<file path="src/rtl/dtmr_pkg.sv">
package dtmr_pkg;
  localparam int CH_STRIDE  = 'h14;
  localparam int OFS_START  = 'h00;
  localparam int OFS_COUNT  = 'h04;
  localparam int OFS_CTRL   = 'h08;
  localparam int OFS_ACK    = 'h0C;
  localparam int OFS_STAT   = 'h10;
  localparam int GLB_STAT   = 'hA0;
  localparam int GLB_ACK    = 'hA4;
  localparam int GLB_RAW    = 'hA8;
  localparam int GLB_VER    = 'hAC;

  // strobes from control to datapath, one per channel
  typedef struct packed {
    logic load;      // reload counter from start value now
    logic run;       // channel enabled
    logic periodic;  // 1: reload start value, 0: reload all ones
  } chStrobe_t;
endpackage

</file>
<file path="src/rtl/dtmr_ctrl.sv">
module dtmr_ctrl
  import dtmr_pkg::*;
#(
  parameter int NCH = 4,
  parameter int AW = 8,
  parameter int DW = 32,
  parameter logic [31:0] VERSION = 32'h0000_0100
) (
  input  logic                      clk,
  input  logic                      rstN,
  input  logic                      psel,
  input  logic                      penable,
  input  logic                      pwrite,
  input  logic [AW-1:0]             paddr,
  input  logic [DW-1:0]             pwdata,
  output logic [DW-1:0]             prdata,
  input  logic [NCH-1:0][DW-1:0]    count,
  input  logic [NCH-1:0]            zeroHit,
  output chStrobe_t [NCH-1:0]       strobe,
  output logic [NCH-1:0][DW-1:0]    loadVal,
  output logic [NCH-1:0]            chEn,
  output logic [NCH-1:0]            chMask,
  output logic [NCH-1:0]            rawStat,
  output logic [NCH-1:0]            irq,
  output logic                      irqAll
);
  logic accWr, accRd;
  logic [NCH-1:0] selStart, selCount, selCtrl, selAck, selStat;
  logic [NCH-1:0] chPer, masked, ackClr;
  logic selGStat, selGAck, selGRaw, selGVer;

  assign accWr = psel && penable && pwrite;
  assign accRd = psel && penable && !pwrite;

  always_comb begin
    for (int i = 0; i < NCH; i++) begin
      selStart[i] = (paddr == AW'(i*CH_STRIDE + OFS_START));
      selCount[i] = (paddr == AW'(i*CH_STRIDE + OFS_COUNT));
      selCtrl[i]  = (paddr == AW'(i*CH_STRIDE + OFS_CTRL));
      selAck[i]   = (paddr == AW'(i*CH_STRIDE + OFS_ACK));
      selStat[i]  = (paddr == AW'(i*CH_STRIDE + OFS_STAT));
    end
  end

  assign selGStat = (paddr == AW'(GLB_STAT));
  assign selGAck  = (paddr == AW'(GLB_ACK));
  assign selGRaw  = (paddr == AW'(GLB_RAW));
  assign selGVer  = (paddr == AW'(GLB_VER));

  assign ackClr = {NCH{accRd}} & (selAck | {NCH{selGAck}});
  assign masked = rawStat & ~chMask;

  always_ff @(posedge clk or negedge rstN) begin
    if (!rstN) begin
      loadVal <= '0;
      chEn    <= '0;
      chPer   <= '0;
      chMask  <= '0;
      rawStat <= '0;
    end else begin
      for (int i = 0; i < NCH; i++) begin
        if (accWr && selStart[i]) loadVal[i] <= pwdata;
        if (accWr && selCtrl[i]) begin
          chEn[i]   <= pwdata[0];
          chPer[i]  <= pwdata[1];
          chMask[i] <= pwdata[2];
        end
        // a new expiry wins over a same-cycle acknowledge
        if (zeroHit[i])     rawStat[i] <= 1'b1;
        else if (ackClr[i]) rawStat[i] <= 1'b0;
      end
    end
  end

  always_comb begin
    for (int i = 0; i < NCH; i++) begin
      strobe[i].load     = accWr && selCtrl[i] && pwdata[0] && !chEn[i];
      strobe[i].run      = chEn[i];
      strobe[i].periodic = chPer[i];
    end
  end

  always_comb begin
    prdata = '0;
    if (accRd) begin
      for (int i = 0; i < NCH; i++) begin
        if (selStart[i]) prdata = loadVal[i];
        if (selCount[i]) prdata = count[i];
        if (selCtrl[i])  prdata = DW'({chMask[i], chPer[i], chEn[i]});
        if (selStat[i])  prdata = DW'(masked[i]);
      end
      if (selGStat) prdata = DW'(masked);
      if (selGRaw)  prdata = DW'(rawStat);
      if (selGVer)  prdata = DW'(VERSION);
    end
  end

  assign irq    = masked;
  assign irqAll = |masked;
endmodule

</file>
<file path="src/rtl/dtmr_dp.sv">
module dtmr_dp
  import dtmr_pkg::*;
#(
  parameter int NCH = 4,
  parameter int DW = 32
) (
  input  logic                   clk,
  input  logic                   rstN,
  input  chStrobe_t [NCH-1:0]    strobe,
  input  logic [NCH-1:0][DW-1:0] loadVal,
  output logic [NCH-1:0][DW-1:0] count,
  output logic [NCH-1:0]         zeroHit
);
  for (genvar g = 0; g < NCH; g++) begin : g_chan
    assign zeroHit[g] = strobe[g].run && (count[g] == '0);

    always_ff @(posedge clk or negedge rstN) begin
      if (!rstN) begin
        count[g] <= '0;
      end else if (strobe[g].load) begin
        count[g] <= loadVal[g];
      end else if (strobe[g].run) begin
        if (count[g] == '0) count[g] <= strobe[g].periodic ? loadVal[g] : '1;
        else                count[g] <= count[g] - DW'(1);
      end
    end
  end
endmodule

</file>
<file path="src/rtl/dtmr_bank.sv">
module dtmr_bank
  import dtmr_pkg::*;
#(
  parameter int NCH = 4,
  parameter int AW = 8,
  parameter int DW = 32,
  parameter logic [31:0] VERSION = 32'h0000_0100
) (
  input  logic           pclk,
  input  logic           presetn,
  input  logic           psel,
  input  logic           penable,
  input  logic           pwrite,
  input  logic [AW-1:0]  paddr,
  input  logic [DW-1:0]  pwdata,
  output logic [DW-1:0]  prdata,
  output logic           pready,
  output logic [NCH-1:0] irq,
  output logic           irqAll
);
  chStrobe_t [NCH-1:0]    strobe;
  logic [NCH-1:0][DW-1:0] loadVal;
  logic [NCH-1:0][DW-1:0] countVal;
  logic [NCH-1:0]         zeroHit, chEn, chMask, rawStat, chStart;

  assign pready = 1'b1;

  for (genvar g = 0; g < NCH; g++) begin : g_start
    assign chStart[g] = strobe[g].load;
  end

  dtmr_ctrl #(.NCH(NCH), .AW(AW), .DW(DW), .VERSION(VERSION)) ctrl_i (
    .clk(pclk), .rstN(presetn), .psel(psel), .penable(penable),
    .pwrite(pwrite), .paddr(paddr), .pwdata(pwdata), .prdata(prdata),
    .count(countVal), .zeroHit(zeroHit), .strobe(strobe), .loadVal(loadVal),
    .chEn(chEn), .chMask(chMask), .rawStat(rawStat), .irq(irq), .irqAll(irqAll)
  );

  dtmr_dp #(.NCH(NCH), .DW(DW)) dp_i (
    .clk(pclk), .rstN(presetn), .strobe(strobe), .loadVal(loadVal),
    .count(countVal), .zeroHit(zeroHit)
  );
endmodule

</file>
<file path="config.mk">
export PLATFORM = sky130hd
export DESIGN_NAME = dtmr_bank
export DESIGN_NICKNAME = d
export VERILOG_FILES = /design/src/rtl/dtmr_pkg.sv /design/src/rtl/dtmr_ctrl.sv /design/src/rtl/dtmr_dp.sv /design/src/rtl/dtmr_bank.sv
export SDC_FILE = /design/constraint.sdc
export NUM_CORES = 1
export LEC_CHECK = 0
export ABC_CLOCK_PERIOD_IN_PS = 3080
export BUFFER_PORTS_ARGS = -buffer_cell sky130_fd_sc_hd__buf_2
export CORE_AREA = 8 8 160 313
export CTS_CLUSTER_SIZE = 24
export DETAILED_ROUTE_END_ITERATION = 8
export DIE_AREA = 0 0 168 321
export GPL_TIMING_DRIVEN = 1
export PLACE_DENSITY = 0.63
export SLEW_MARGIN = 20
export SYNTH_ARGS = -nofsm -noshare
export SYNTH_HDL_FRONTEND = slang
export SYNTH_SLANG_ARGS = --single-unit
</file>
<file path="constraint.sdc">
create_clock -name pclk -period 3.08 [get_ports pclk]
set_input_delay 0.308 -clock pclk [delete_from_list [all_inputs] [get_ports pclk]]
set_output_delay 0.308 -clock pclk [all_outputs]
set_load 0.02 [all_outputs]
</file>
==> results summary, run 1 <==
The number of max-cap violations came out at 0. The power per cell area came out at 496 mW/mm². The number of buffers inserted by port buffering is 81. The worst-case clock skew is 0.0133 ns.

The die span in y is 321 µm. In this run, synthesis produced a sequential element count of 272. The number of top-level pins came out at 83. The placeable core region is 0.0461 mm². The later pin in the worst-skew pair is clocked with a latency of 0.57 ns. The top achievable clock speed came out at 333 MHz. The clock period minus worst slack came out at 3.00 ns. The synthesized area is 0.0182 mm². Dividing the detail-routed via count by the number of cells gives 6.55.

The via count of the first global-routing pass came to 17000. Fill cells in the final layout number 4494. The wire length reported by the detailed router is 70.5 mm.

The data required time at the worst endpoint is 2.77 ns. The number of antenna diodes is 0. On the critical path, the stage with the largest delay is an instance of sky130_fd_sc_hd__or4b_2. The maximum clock path buffer count is 3. The synthesized net count came out at 2099.

The initial core utilization is 39.4%. The final-report max-slew violation count came out at 0. The largest single stage delay on the critical path is 0.67 ns. Setup violations remaining at the end of the flow were counted as 0.

The number of violations reported at the end of detailed-routing iteration 0 came out at 2070. The critical path is of the in2out type. The number of vias after detailed routing came out at 17800. The worst setup path is captured at an output port. The total negative slack for setup checks is 0 ns. The count of final hold-check violations is 0. The transition at the pin with the smallest max-transition slack came out at 1.14 ns. The first-pass GRT wire length came out at 107 mm. Synthesis instantiated 85 different standard cells from the library. Among cell families on the critical path, the largest total delay comes from compound AO/OA/AOI/OAI gates.

For this design the static power due to leakage is 8.44 nW. The floorplan has 112 rows. The worst slew margin relative to its limit is 24.1%. The count of flip-flops with a built-in enable after synthesis is 0. The total number of H-tree levels is 1. Counting stages on the worst path, the most repeated cell is sky130_fd_sc_hd__buf_2. Dividing the detail-routed wire length by the instance count gives 25.9 µm. The fraction of the cycle the final worst path needs came out at 97.4%. The number of buffer and inverter stages on the critical path is 3. The post-layout net count came out at 2181. A synthesized cell averages 8.88 µm².

The cell sitting at the root of the clock tree is a sky130_fd_sc_hd__clkbuf_16. The arrival time at the worst endpoint came out at 2.69 ns. The last weighted congestion value of the routability-driven placer is 0.985. Setup repair after global routing could not meet its margin everywhere. The number of sinks on the clock net came out at 272. In the synthesized netlist the dominant register cell turns out to be sky130_fd_sc_hd__dfrtp_1. The clock-pin slew on the worst setup and hold paths came out at 0.06 ns. Measured on the finished design, the core utilization comes to 45.2%.

The total of warnings raised by yosys came out at 0. VDD sags by at most 0.475 mV. The total overflow reported by the global router came out at 0. The pre-antenna-repair detailed-routing pass consisted of 7 iterations.

The TritonCTS clock tree is yes. The sum of net half-perimeters after detailed placement is 51.3 mm. The synthesized netlist cell count is 2046. The total global-route track usage is 25.5%. Measured along the x axis, the die boundary spans 168 µm. The pin count of the biggest net entering global routing is 75. The tightest min-delay check is of the in2reg type. The share of layout cells above drive strength 1 is 23.7%. The worst setup path is launched from an input pin. The detail route stage leaves a number of antenna-violating nets equal to 0. The share of the Yosys chip area taken by registers is 37.5%. The run finished with clean final reports. The initial antenna violation count came out at 0. The critical path goes through buf_2, or4b_2, buf_12, o22ai_1, a21oi_1, o21ai_0, a22oi_1, o221a_2, buf_2. The area of the die is 0.0539 mm². The proportion of synthesized flip-flops having asynchronous set or reset came out at 100%.

Leaving out fill and tap cells, the most frequent cell in the layout is sky130_fd_sc_hd__dfrtp_1. The top cell types in the final layout, fill and taps aside, are 272 x sky130_fd_sc_hd__dfrtp_1, 187 x sky130_fd_sc_hd__a21oi_1, 162 x sky130_fd_sc_hd__mux2_2, 160 x sky130_fd_sc_hd__o21ai_0. The area growth from synthesis to layout is 14.8%. Of all nets on the critical path, the largest fanout is 33. The remaining design rule violation count came out at 0. In this run, CTS created clock tree buffers numbering 27.
==> cell usage after synthesis, drive strengths merged, types with 7 or more instances <==
cell	n	area share, %
a211oi	18	0.77
a21oi	189	5.2
a221oi	9	0.43
a22oi	29	1.2
a31oi	15	0.55
buf	30	0.92
clkbuf	136	2.8
dfrtp	272	37
ha	8	0.55
inv	32	0.66
mux2	162	10
mux2i	67	3.7
nand2	140	2.9
nand2b	15	0.52
nand3	52	1.4
nand3b	8	0.33
nand4	23	0.79
nor2	144	3.0
nor2b	7	0.24
nor3	76	2.1
nor4	39	1.6
o211ai	8	0.33
o21ai	160	4.4
o221a	41	2.5
o22ai	85	2.9
o311ai	14	0.67
o31a	7	0.34
o31ai	24	0.99
o32ai	17	0.82
or2	15	0.52
or3	32	1.1
or4	29	1.2
or4b	10	0.55
xnor2	31	1.5
xor2	19	0.92
==> metrics by stage <==
step | instances | worst slack (ns) | cell area [µm²] | hold slack (ns) | power, mW
3_5_place_dp | 2668 | 0.0996 | 19900 | 0.325 | 6.71
5_1_grt | 2717 | -0.0206 | 20900 | 0.0987 | 10.8
2_1_floorplan | 2046 | 0.255 | 18200 | 0.0124 | 5.84
4_1_cts | 2717 | 0.0844 | 20800 | 0.101 | 10.4
3_3_place_gp | 2668 | 0.0898 | 19900 | 0.328 | 6.67
6_report | 2717 | 0.0793 | 20900 | 0.115 | 10.4
==> power breakdown <==
group          internal (mW)  leakage [nW]  switching, mW
sequential              3.99          3.50          0.656
clock                   2.12         0.473           1.53
combinational          0.905          4.47           1.15
==> path summary, 6_finish.rpt <==
check / from / to / slack, ns / cells past startpoint
max in group asynchronous: presetn / dp_i.count[111] / 1.76 / 3
hold / removal: pwdata[21] / ctrl_i.loadVal[21] / 0.11 / 2
setup reg to reg: dp_i.count[0] / dp_i.count[24] / 0.15 / 9
min in group asynchronous: presetn / ctrl_i.loadVal[0] / 0.31 / 2
hold reg to reg: ctrl_i.loadVal[5] / dp_i.count[5] / 0.52 / 2
setup / recovery: paddr[6] / prdata[4] / 0.08 / 9
==> cell families (layout without fill, tap and decap cells) <==
group,count (synthesis),count (layout),synth area share (%)
buffers and inverters,199,300,4.41
AOI/OAI and AO/OA,667,667,23.7
adders and majority gates,8,8,0.551
xor gates and xnor gates,50,50,2.41
muxes,229,229,13.7
other,1,1,0.0206
DFF,272,272,37.5
and+or+nand+nor,620,620,17.7
==> repair_timing <==
item / in CTS / in global routing
hold endpoints to repair: 67 / 0
setup endpoints to repair: 0 / 18
gates resized for setup: 0 / 2
hold buffers: 1 / 0
setup buffers: 0 / 0
==> sequential cells by signal, summed over array words and instances (netlist names) <==
name and cells:
ctrl_i.loadVal 128, ctrl_i.rawStat 4, dp_i.count 128, ctrl_i.chMask 4
ctrl_i.chPer 4, ctrl_i.chEn 4
==> per-layer routing <==
layer	up-vias	GRT usage (%)	wire length, µm
met2	919	39.6	31800
li1	7948	-	-
met3	220	2.92	4750
met5	-	0	0
met4	0	17.8	5570
met1	8696	32.9	28400
==> cell type report <==
| class | count | area (µm²) | area share [%] |
|---|---|---|---|
| multi-input cells | 1575 | 10600 | 50.9 |
| flip-flops and latches | 272 | 6810 | 32.6 |
| repair buffers | 219 | 1630 | 7.82 |
| clock buffers | 40 | 835 | 4.00 |
| well taps | 570 | 713 | 3.42 |
| clock inverters | 8 | 125 | 0.600 |
| inverters | 33 | 124 | 0.594 |
No activity file was read; power rests on OpenSTA's default activity.
==> inputs of run 2 (changes only) <==
--- a/config.mk
+++ b/config.mk
@@ -8,11 +8,11 @@
 export ABC_CLOCK_PERIOD_IN_PS = 3080
 export BUFFER_PORTS_ARGS = -buffer_cell sky130_fd_sc_hd__buf_2
-export CORE_AREA = 8 8 160 313
+export CORE_AREA = 4 4 156 309
 export CTS_CLUSTER_SIZE = 24
 export DETAILED_ROUTE_END_ITERATION = 8
-export DIE_AREA = 0 0 168 321
+export DIE_AREA = 0 0 160 313
 export GPL_TIMING_DRIVEN = 1
 export PLACE_DENSITY = 0.63
-export SLEW_MARGIN = 20
+export SLEW_MARGIN = 15
 export SYNTH_ARGS = -nofsm -noshare
 export SYNTH_HDL_FRONTEND = slang
==> constraint.sdc (replaced) <==
create_clock -name pclk -period 3.08 [get_ports pclk]
set_input_delay 0.308 -clock pclk [delete_from_list [all_inputs] [get_ports pclk]]
set_output_delay 0.308 -clock pclk [all_outputs]
set_load 0.1 [all_outputs]
==> results summary, run 2 (same netlist as run 1, synthesis figures left out) <==
The flow ran to the end, and the final reports show no timing, DRC or antenna violations. The placeable core region is 0.0458 mm² (-0.59%). The total global-route track usage came to 33.2% (+7.6 points). The transition at the pin with the smallest max-transition slack came to 1.01 ns (-0.123 ns).

The count of final hold-check violations is 0 (unchanged). The worst hold path begins at pwdata[3]. The number of buffers created by CTS came out at 28 (+3.7%). The share of layout cells above drive strength 1 came out at 26.8% (+3.0 points). The number of top-level pins is 83 (unchanged). By startpoint and endpoint, the worst setup path is classified as in2out.

The part of the total power dissipated in the clock network is 33.5% (-1.7 points). The number of failing setup endpoints in the final timing report came out at 0 (unchanged). The switching power as a share of total power is 34.3% (+2.1 points). The number of buffer and inverter stages on the critical path is 6 (+3). The worst reg2reg path depth came out at 8 (-1). The number of buffers inserted by post-CTS setup repair was 0 (unchanged).

The clock tree root buffer cell is sky130_fd_sc_hd__clkbuf_16. The top achievable clock speed came out at 326 MHz (-2.3%). The internal power contribution came out at 6.86 mW (-2.2%). The number of filler cells placed in the layout is 4375 (-2.6%). The overall die width came out at 160 µm (-4.8%). The hold path depth is 2 (unchanged). Compared with the post-synthesis result, the final layout area differs by 21.1%. Setup repair after global routing left no endpoint under its margin. The initial antenna violation count is 5 (+5).

Leaving out fill and tap cells, the most frequent cell in the layout is sky130_fd_sc_hd__dfrtp_1. The worst slew margin relative to its limit is 32.2% (+8.1 points). The static leakage power is 8.82 nW (+4.5%). The largest registers in the layout are ctrl_i.loadVal: 128 flops, dp_i.count: 128 flops. The clock latency reported for the late side of the worst-skew pair is 0.59 ns (+0.02 ns). The share of the core filled with cells in the final layout came out at 48.0% (+2.8 points). The total overflow reported by the global router was 0 (unchanged). The pin count of the biggest net entering global routing came to 89 (+19%). Tracing the worst setup path back leads to its startpoint at paddr[4]. The remaining design rule violation count is 0 (unchanged). The top cell types in the final layout, fill and taps aside, are 272 x sky130_fd_sc_hd__dfrtp_1, 181 x sky130_fd_sc_hd__a21oi_1, 172 x sky130_fd_sc_hd__buf_4, 162 x sky130_fd_sc_hd__mux2_2, 154 x sky130_fd_sc_hd__o21ai_0. The number of nets still failing antenna checks after routing is 0 (unchanged). The maximum clock path buffer count came out at 3 (unchanged). The arrival time at the worst endpoint is 2.76 ns (+0.07 ns). Counting stages on the worst path, the most repeated cell is sky130_fd_sc_hd__buf_4. The total number of H-tree levels is 1 (unchanged).

The last weighted congestion value of the routability-driven placer came out at 1.04 (+5.2%). The worst path setup slack after routing is 0.0102 ns (-0.0691 ns). The switching power is 3.58 mW (+7.3%). The clock period minus worst slack was 3.07 ns (+0.0691 ns). The total power is 10.4 mW (+0.85%). The sum of net half-perimeters after detailed placement is 65.1 mm (+27%). The first-pass iteration count of the detailed router is 6 (-1).

The fraction of the cycle the final worst path needs is 99.7% (+2.2 points). The data required time at the worst endpoint came out at 2.77 ns (about the same). The instance count on the critical path is 11 (+2). The wire length reported by the detailed router is 85.4 mm (+21%). The portion of total power attributed to sequential cells is 45.1% (+0.2 points). The number of max-cap violations is 0 (unchanged). The clock-pin slew on the worst setup and hold paths came out at 0.07 ns (about the same).

The post-layout net count came to 2240 (+2.7%). Traced cell by cell, the critical path runs through buf_2, or4b_2, buf_12, buf_4, o22ai_1, buf_4, a21oi_1, o21ai_0, buf_4, a21oi_4, buf_12. The kind of cell with the highest combined delay along the critical path is buffers and inverters. The mean routed wirelength per cell came out at 30.8 µm (+19%). The peak fanout along the critical path is 27 (-18%).

The worst-case clock skew came to 0.0275 ns (+0.0141 ns). The final-report max-slew violation count is 0 (unchanged). The floorplan row count came to 111 (-0.89%). The power per cell area is 474 mW/mm² (-4.4%). The via count of the first global-routing pass came to 18700 (+10%).

The path category of the worst min-delay check is in2reg. The number of vias after detailed routing came out at 18700 (+5.2%). The delay of the slowest cell on the worst path is 0.72 ns (+0.05 ns). The number of violations reported at the end of detailed-routing iteration 0 was 1774 (-14%). The setup slack at placement is -0.210 ns (-0.310 ns). The first-pass GRT wire length came out at 125 mm (+17%). The number of buffers inserted by port buffering is 81 (unchanged). STA classifies the critical path startpoint as an input pin.

The largest vdd supply drop came out at 0.394 mV (-17%). The power share of the combinational group is 21.3% (+1.4 points). The detailed-route vias per instance is 6.75 (+3.2%).

The total negative slack for setup checks came out at 0 ns (unchanged). The critical path's slowest cell is sky130_fd_sc_hd__or4b_2. The count of non-filler cells in the finished layout is 2771 (+2.0%). The number of placed instances with taps included is 2721 (+2.0%). The area of the die is 0.0501 mm² (-7.1%). In this run the critical register-to-register path is launched from dp_i.count[65]. TritonCTS built the clock tree. The initial core utilization came out at 39.6% (+0.23 points). The die span in y is 313 µm (-2.5%).

STA classifies the critical path endpoint as an output port. The number of sinks on the clock net came out at 272 (unchanged).
## run 2: cell types whose count changed in the layout (fill, tap and decap cells not counted), moves of 8 or more
| cell | before | now |
|---|---|---|
| sky130_fd_sc_hd__buf_12 | 14 | 56 |
| sky130_fd_sc_hd__o22ai_2 | 0 | 8 |
| sky130_fd_sc_hd__buf_4 | 124 | 172 |
| sky130_fd_sc_hd__o22ai_1 | 85 | 77 |
| sky130_fd_sc_hd__clkbuf_8 | 11 | 3 |
| sky130_fd_sc_hd__buf_2 | 79 | 46 |
## run 2: path summary, 6_finish.rpt
kind,endpoint,slack [ns]
worst max register to register,dp_i.count[84],0.15
min in group asynchronous,ctrl_i.loadVal[57],0.36
max in group asynchronous,ctrl_i.loadVal[63],1.88
worst min register to register,ctrl_i.loadVal[23],0.54
worst min-delay path,ctrl_i.loadVal[3],0.03
worst max-delay path,prdata[7],0.01
## run 2: per-stage QoR
| stage | hold WS (ns) | area (µm²) |
|---|---|---|
| 4_1_cts | 0.0165 | 21900 |
| 2_1_floorplan | 0.0124 | 18200 |
| 3_3_place_gp | 0.400 | 21000 |
| 6_report | 0.0345 | 22000 |
| 3_5_place_dp | 0.406 | 21000 |
| 5_1_grt | 0.0399 | 22000 |
## run 2: per-layer routing
layer,part of all wire (%),global-route usage (%),vias to the layer above
met5,0.013,0,-
met4,11,28.3,2
met3,6.4,4.29,343
met2,50,58.7,978
met1,32,34.3,9302
li1,-,-,8085
## run 2: timing repair
item / 4_1_cts / 5_1_grt
hold buffers: 1 / 0
gates resized for setup: 10 / 19
endpoints found under the hold margin: 81 / 0
setup endpoints to repair: 9 / 25
## run 2: worst register-to-register path: stages, from the launching register on
cell and delay (ns):
sky130_fd_sc_hd__dfrtp_1 0.37, sky130_fd_sc_hd__inv_1 0.09, sky130_fd_sc_hd__ha_1 0.14, sky130_fd_sc_hd__or4b_1 0.49, sky130_fd_sc_hd__or4b_1 0.69, sky130_fd_sc_hd__nor3_1 0.54, sky130_fd_sc_hd__nand2_1 0.21, sky130_fd_sc_hd__nor3_1 0.19
sky130_fd_sc_hd__a211oi_1 0.07
## run 2: final cells by class
| type | count | area, µm² | share of cell area [%] |
|---|---|---|---|
| Tap cell | 565 | 707 | 3.21 |
| Inverter | 33 | 124 | 0.563 |
| Clock inverter | 10 | 121 | 0.552 |
| Multi-Input combinational cell | 1575 | 10800 | 49.1 |
| Sequential cell | 272 | 6810 | 30.9 |
| Timing Repair Buffer | 277 | 2680 | 12.2 |
| Antenna cell | 1 | 2.50 | 0.0114 |
| Clock buffer | 38 | 768 | 3.49 |
## run 2: power by group through the flow
stage	logic [mW]	registers [mW]	clock network, mW
final	2.23	4.71	3.50
after CTS	2.19	4.68	3.54
after global routing	2.41	4.77	3.66
after detailed placement	2.18	4.75	0
after global placement	2.14	4.74	0
after floorplan	1.42	4.45	0
==> inputs of run 3 (changes only) <==
Settings changed: CORE_AREA 4 4 156 309 to 2 2 160 319, DIE_AREA 0 0 160 313 to 0 0 162 321, PLACE_DENSITY 0.63 to 0.6.
==> results summary, run 3 (same netlist as run 1, synthesis figures left out) <==
The initial antenna violation count was 1 (-4). In the final layout, the registers with the most flip-flops are ctrl_i.loadVal: 128 flops, dp_i.count: 128 flops. The post-layout net count came out at 2195 (-2.0%). The arrival time at the worst endpoint came out at 2.79 ns (+0.03 ns).

Traced cell by cell, the critical path runs through buf_2, or4b_2, buf_4, o22ai_1, a21oi_1, o21ai_0, a22oi_1, buf_4, o221a_2, buf_12. The via count of the first global-routing pass was 16900 (-9.6%). The top cell types in the final layout, fill and taps aside, are 271 x sky130_fd_sc_hd__dfrtp_1, 182 x sky130_fd_sc_hd__a21oi_1, 162 x sky130_fd_sc_hd__mux2_2, 153 x sky130_fd_sc_hd__o21ai_0. The transition at the pin with the smallest max-transition slack came out at 1.10 ns (+0.0860 ns).

The remaining design rule violation count is 0 (unchanged). The internal power contribution is 6.97 mW (+1.7%). The static leakage power is 8.58 nW (-2.7%). The number of placed instances with taps included came out at 2759 (+1.4%).

The total number of H-tree levels is 1 (unchanged). Relative to the synthesized area, the layout overhead comes to 18.8%. The wire length reported by the detailed router was 70.2 mm (-18%). The number of buffers inserted by port buffering is 81 (unchanged). The detailed-route vias per instance came out at 6.28 (-7.1%). The die span in y came out at 321 µm (+2.6%). The setup slack at placement was -0.0177 ns (+0.193 ns). The portion of total power attributed to sequential cells is 45.0% (about the same). The clock latency reported for the late side of the worst-skew pair came out at 0.58 ns (about the same). The overall die width came to 162 µm (+1.3%). The number of buffers inserted by post-CTS setup repair is 0 (unchanged).

Leaving out fill and tap cells, the most frequent cell in the layout is sky130_fd_sc_hd__dfrtp_1. The path class of the tightest hold or removal check is in2reg. The mean routed wirelength per cell is 25.0 µm (-19%). The part of the total power dissipated in the clock network is 35.5% (+2.0 points). The total global-route track usage came to 26.7% (-6.5 points). The worst slew margin relative to its limit is 26.4% (-5.8 points). The switching power came to 3.43 mW (-4.1%). The number of max-cap violations came to 0 (unchanged). The sum of net half-perimeters after detailed placement is 51.3 mm (-21%). The critical path in this run is classified as in2out.

The worst setup path is captured at an output port. The data required time at the worst endpoint is 2.77 ns (about the same). The number of sinks on the clock net is 272 (unchanged).

The TritonCTS clock tree is yes. The number of antenna diodes came out at 0 (-1). The number of nets still failing antenna checks after routing came out at 0 (unchanged). The number of violations reported at the end of detailed-routing iteration 0 came to 1624 (-8.5%). The power per cell area is 482 mW/mm² (+1.6%). The number of buffers created by CTS is 29 (+3.6%). The initial core utilization is 36.6% (-3.0 points). The number of failing setup endpoints in the final timing report is 1 (+1). The top achievable clock speed was 323 MHz (-0.87%). The setup slack of the most critical reg-to-reg path is 0.08 ns (-0.07 ns). The switching power as a share of total power is 33.0% (-1.3 points). The launching element type of the critical path is an input pin. The count of final hold-check violations is 0 (unchanged). The instance area at placement was 0.0206 mm² (-1.9%). The slowest stage of the critical path belongs to the cell sky130_fd_sc_hd__or4b_2. The worst path setup slack after routing came out at -0.0166 ns (-0.0268 ns). The fraction of the cycle the final worst path needs came to 101% (+0.87 points).

The first-pass GRT wire length is 108 mm (-14%). The worst-case clock skew came to 0.0119 ns (-0.0155 ns). The final hold slack is 0.0998 ns (+0.0653 ns).

The last weighted congestion value of the routability-driven placer came to 0.960 (-7.3%). The total power is 10.4 mW (-0.31%). The placeable core region is 0.0496 mm² (+8.3%).

The total negative slack for setup checks came out at -0.0166 ns (-0.0166 ns). The clock-pin slew on the worst setup and hold paths came out at 0.07 ns (about the same). The endpoint identified for the worst register-to-register timing path is dp_i.count[116]. The maximum clock path buffer count is 3 (unchanged). The pin count of the biggest net entering global routing came out at 98 (+10%).

The share of the core filled with cells in the final layout came out at 43.5% (-4.5 points). Tracing the worst setup path back leads to its startpoint at paddr[5]. The largest vdd supply drop was 0.410 mV (+4.0%). The power share of the combinational group was 19.5% (-1.8 points).

The delay of the slowest cell on the worst path was 0.62 ns (-0.10 ns). In this design, the critical path's most frequently occurring cell is sky130_fd_sc_hd__buf_4. The count of non-filler cells in the finished layout was 2811 (+1.4%).

The worst reg2reg path depth came out at 8 (unchanged). The first-pass iteration count of the detailed router came out at 6 (unchanged). The floorplan row count came out at 116 (+4.5%).

The clock tree root buffer cell is sky130_fd_sc_hd__clkbuf_16. The flow ran to the end, but the final reports show violations. The number of vias after detailed routing is 17600 (-5.7%). Setup repair after global routing left no endpoint under its margin. The critical path ends at prdata[15]. The clock period minus worst slack is 3.10 ns (+0.0268 ns). The cell area after layout is 0.0216 mm² (-1.9%). The checks that failed: negative setup slack. The number of top-level pins is 83 (unchanged). The total overflow reported by the global router was 0 (unchanged). The share of layout cells above drive strength 1 came out at 24.7% (-2.0 points). The peak fanout along the critical path is 21 (-22%).

The origin of the critical flop-to-flop path is dp_i.count[96]. The final-report max-slew violation count came out at 0 (unchanged). The area of the die came out at 0.0520 mm² (+3.8%).
run 3: metal layers:
layer  global-route usage (%)  vias to the layer above  wire length [µm]
met1                     34.8                     8684             28500
met4                     16.7                        0              5040
met5                        0                        -                 0
met2                     42.2                      781             32400
met3                     2.98                      186              4260
li1                         -                     7990                 -
run 3: power groups by stage:
| stage | registers [mW] | clock network [mW] | logic [mW] |
|---|---|---|---|
| finish | 4.69 | 3.69 | 2.03 |
| global route | 4.76 | 3.85 | 2.23 |
| CTS | 4.66 | 3.73 | 2.02 |
| detailed placement | 4.72 | 0 | 2.00 |
| global placement | 4.72 | 0 | 1.97 |
| floorplan | 4.45 | 0 | 1.42 |
run 3: critical path: cells and delay by family:
| family | cells | cell delay, ns |
|---|---|---|
| AO/OA/AOI/OAI | 5 | 1.05 |
| buffers and inverters | 4 | 0.78 |
| AND/OR/NAND/NOR | 1 | 0.62 |
run 3: what timing repair did:
item / CTS / global route
endpoints found under the setup margin: 3 / 19
hold endpoints to repair: 91 / 0
hold buffers: 1 / 0
resized for setup: 1 / 11
run 3: worst min-delay path by stage:
stage                           from                   to  cells past startpoint
after global placement       presetn        dp_i.count[2]                      1
final                     pwdata[26]  ctrl_i.loadVal[122]                      2
after CTS                 pwdata[26]  ctrl_i.loadVal[122]                      2
after detailed placement     presetn        dp_i.count[2]                      1
after global routing      pwdata[26]  ctrl_i.loadVal[122]                      2
after floorplan              presetn       ctrl_i.chEn[0]                      0
run 3: area by class of cell:
type | instances | area (µm²)
Clock inverter | 15 | 165
Fill cell | 4922 | 28100
Tap cell | 649 | 812
Multi-Input combinational cell | 1575 | 10700
Timing Repair Buffer | 231 | 2170
Clock buffer | 36 | 802
Inverter | 33 | 124
Sequential cell | 272 | 6810
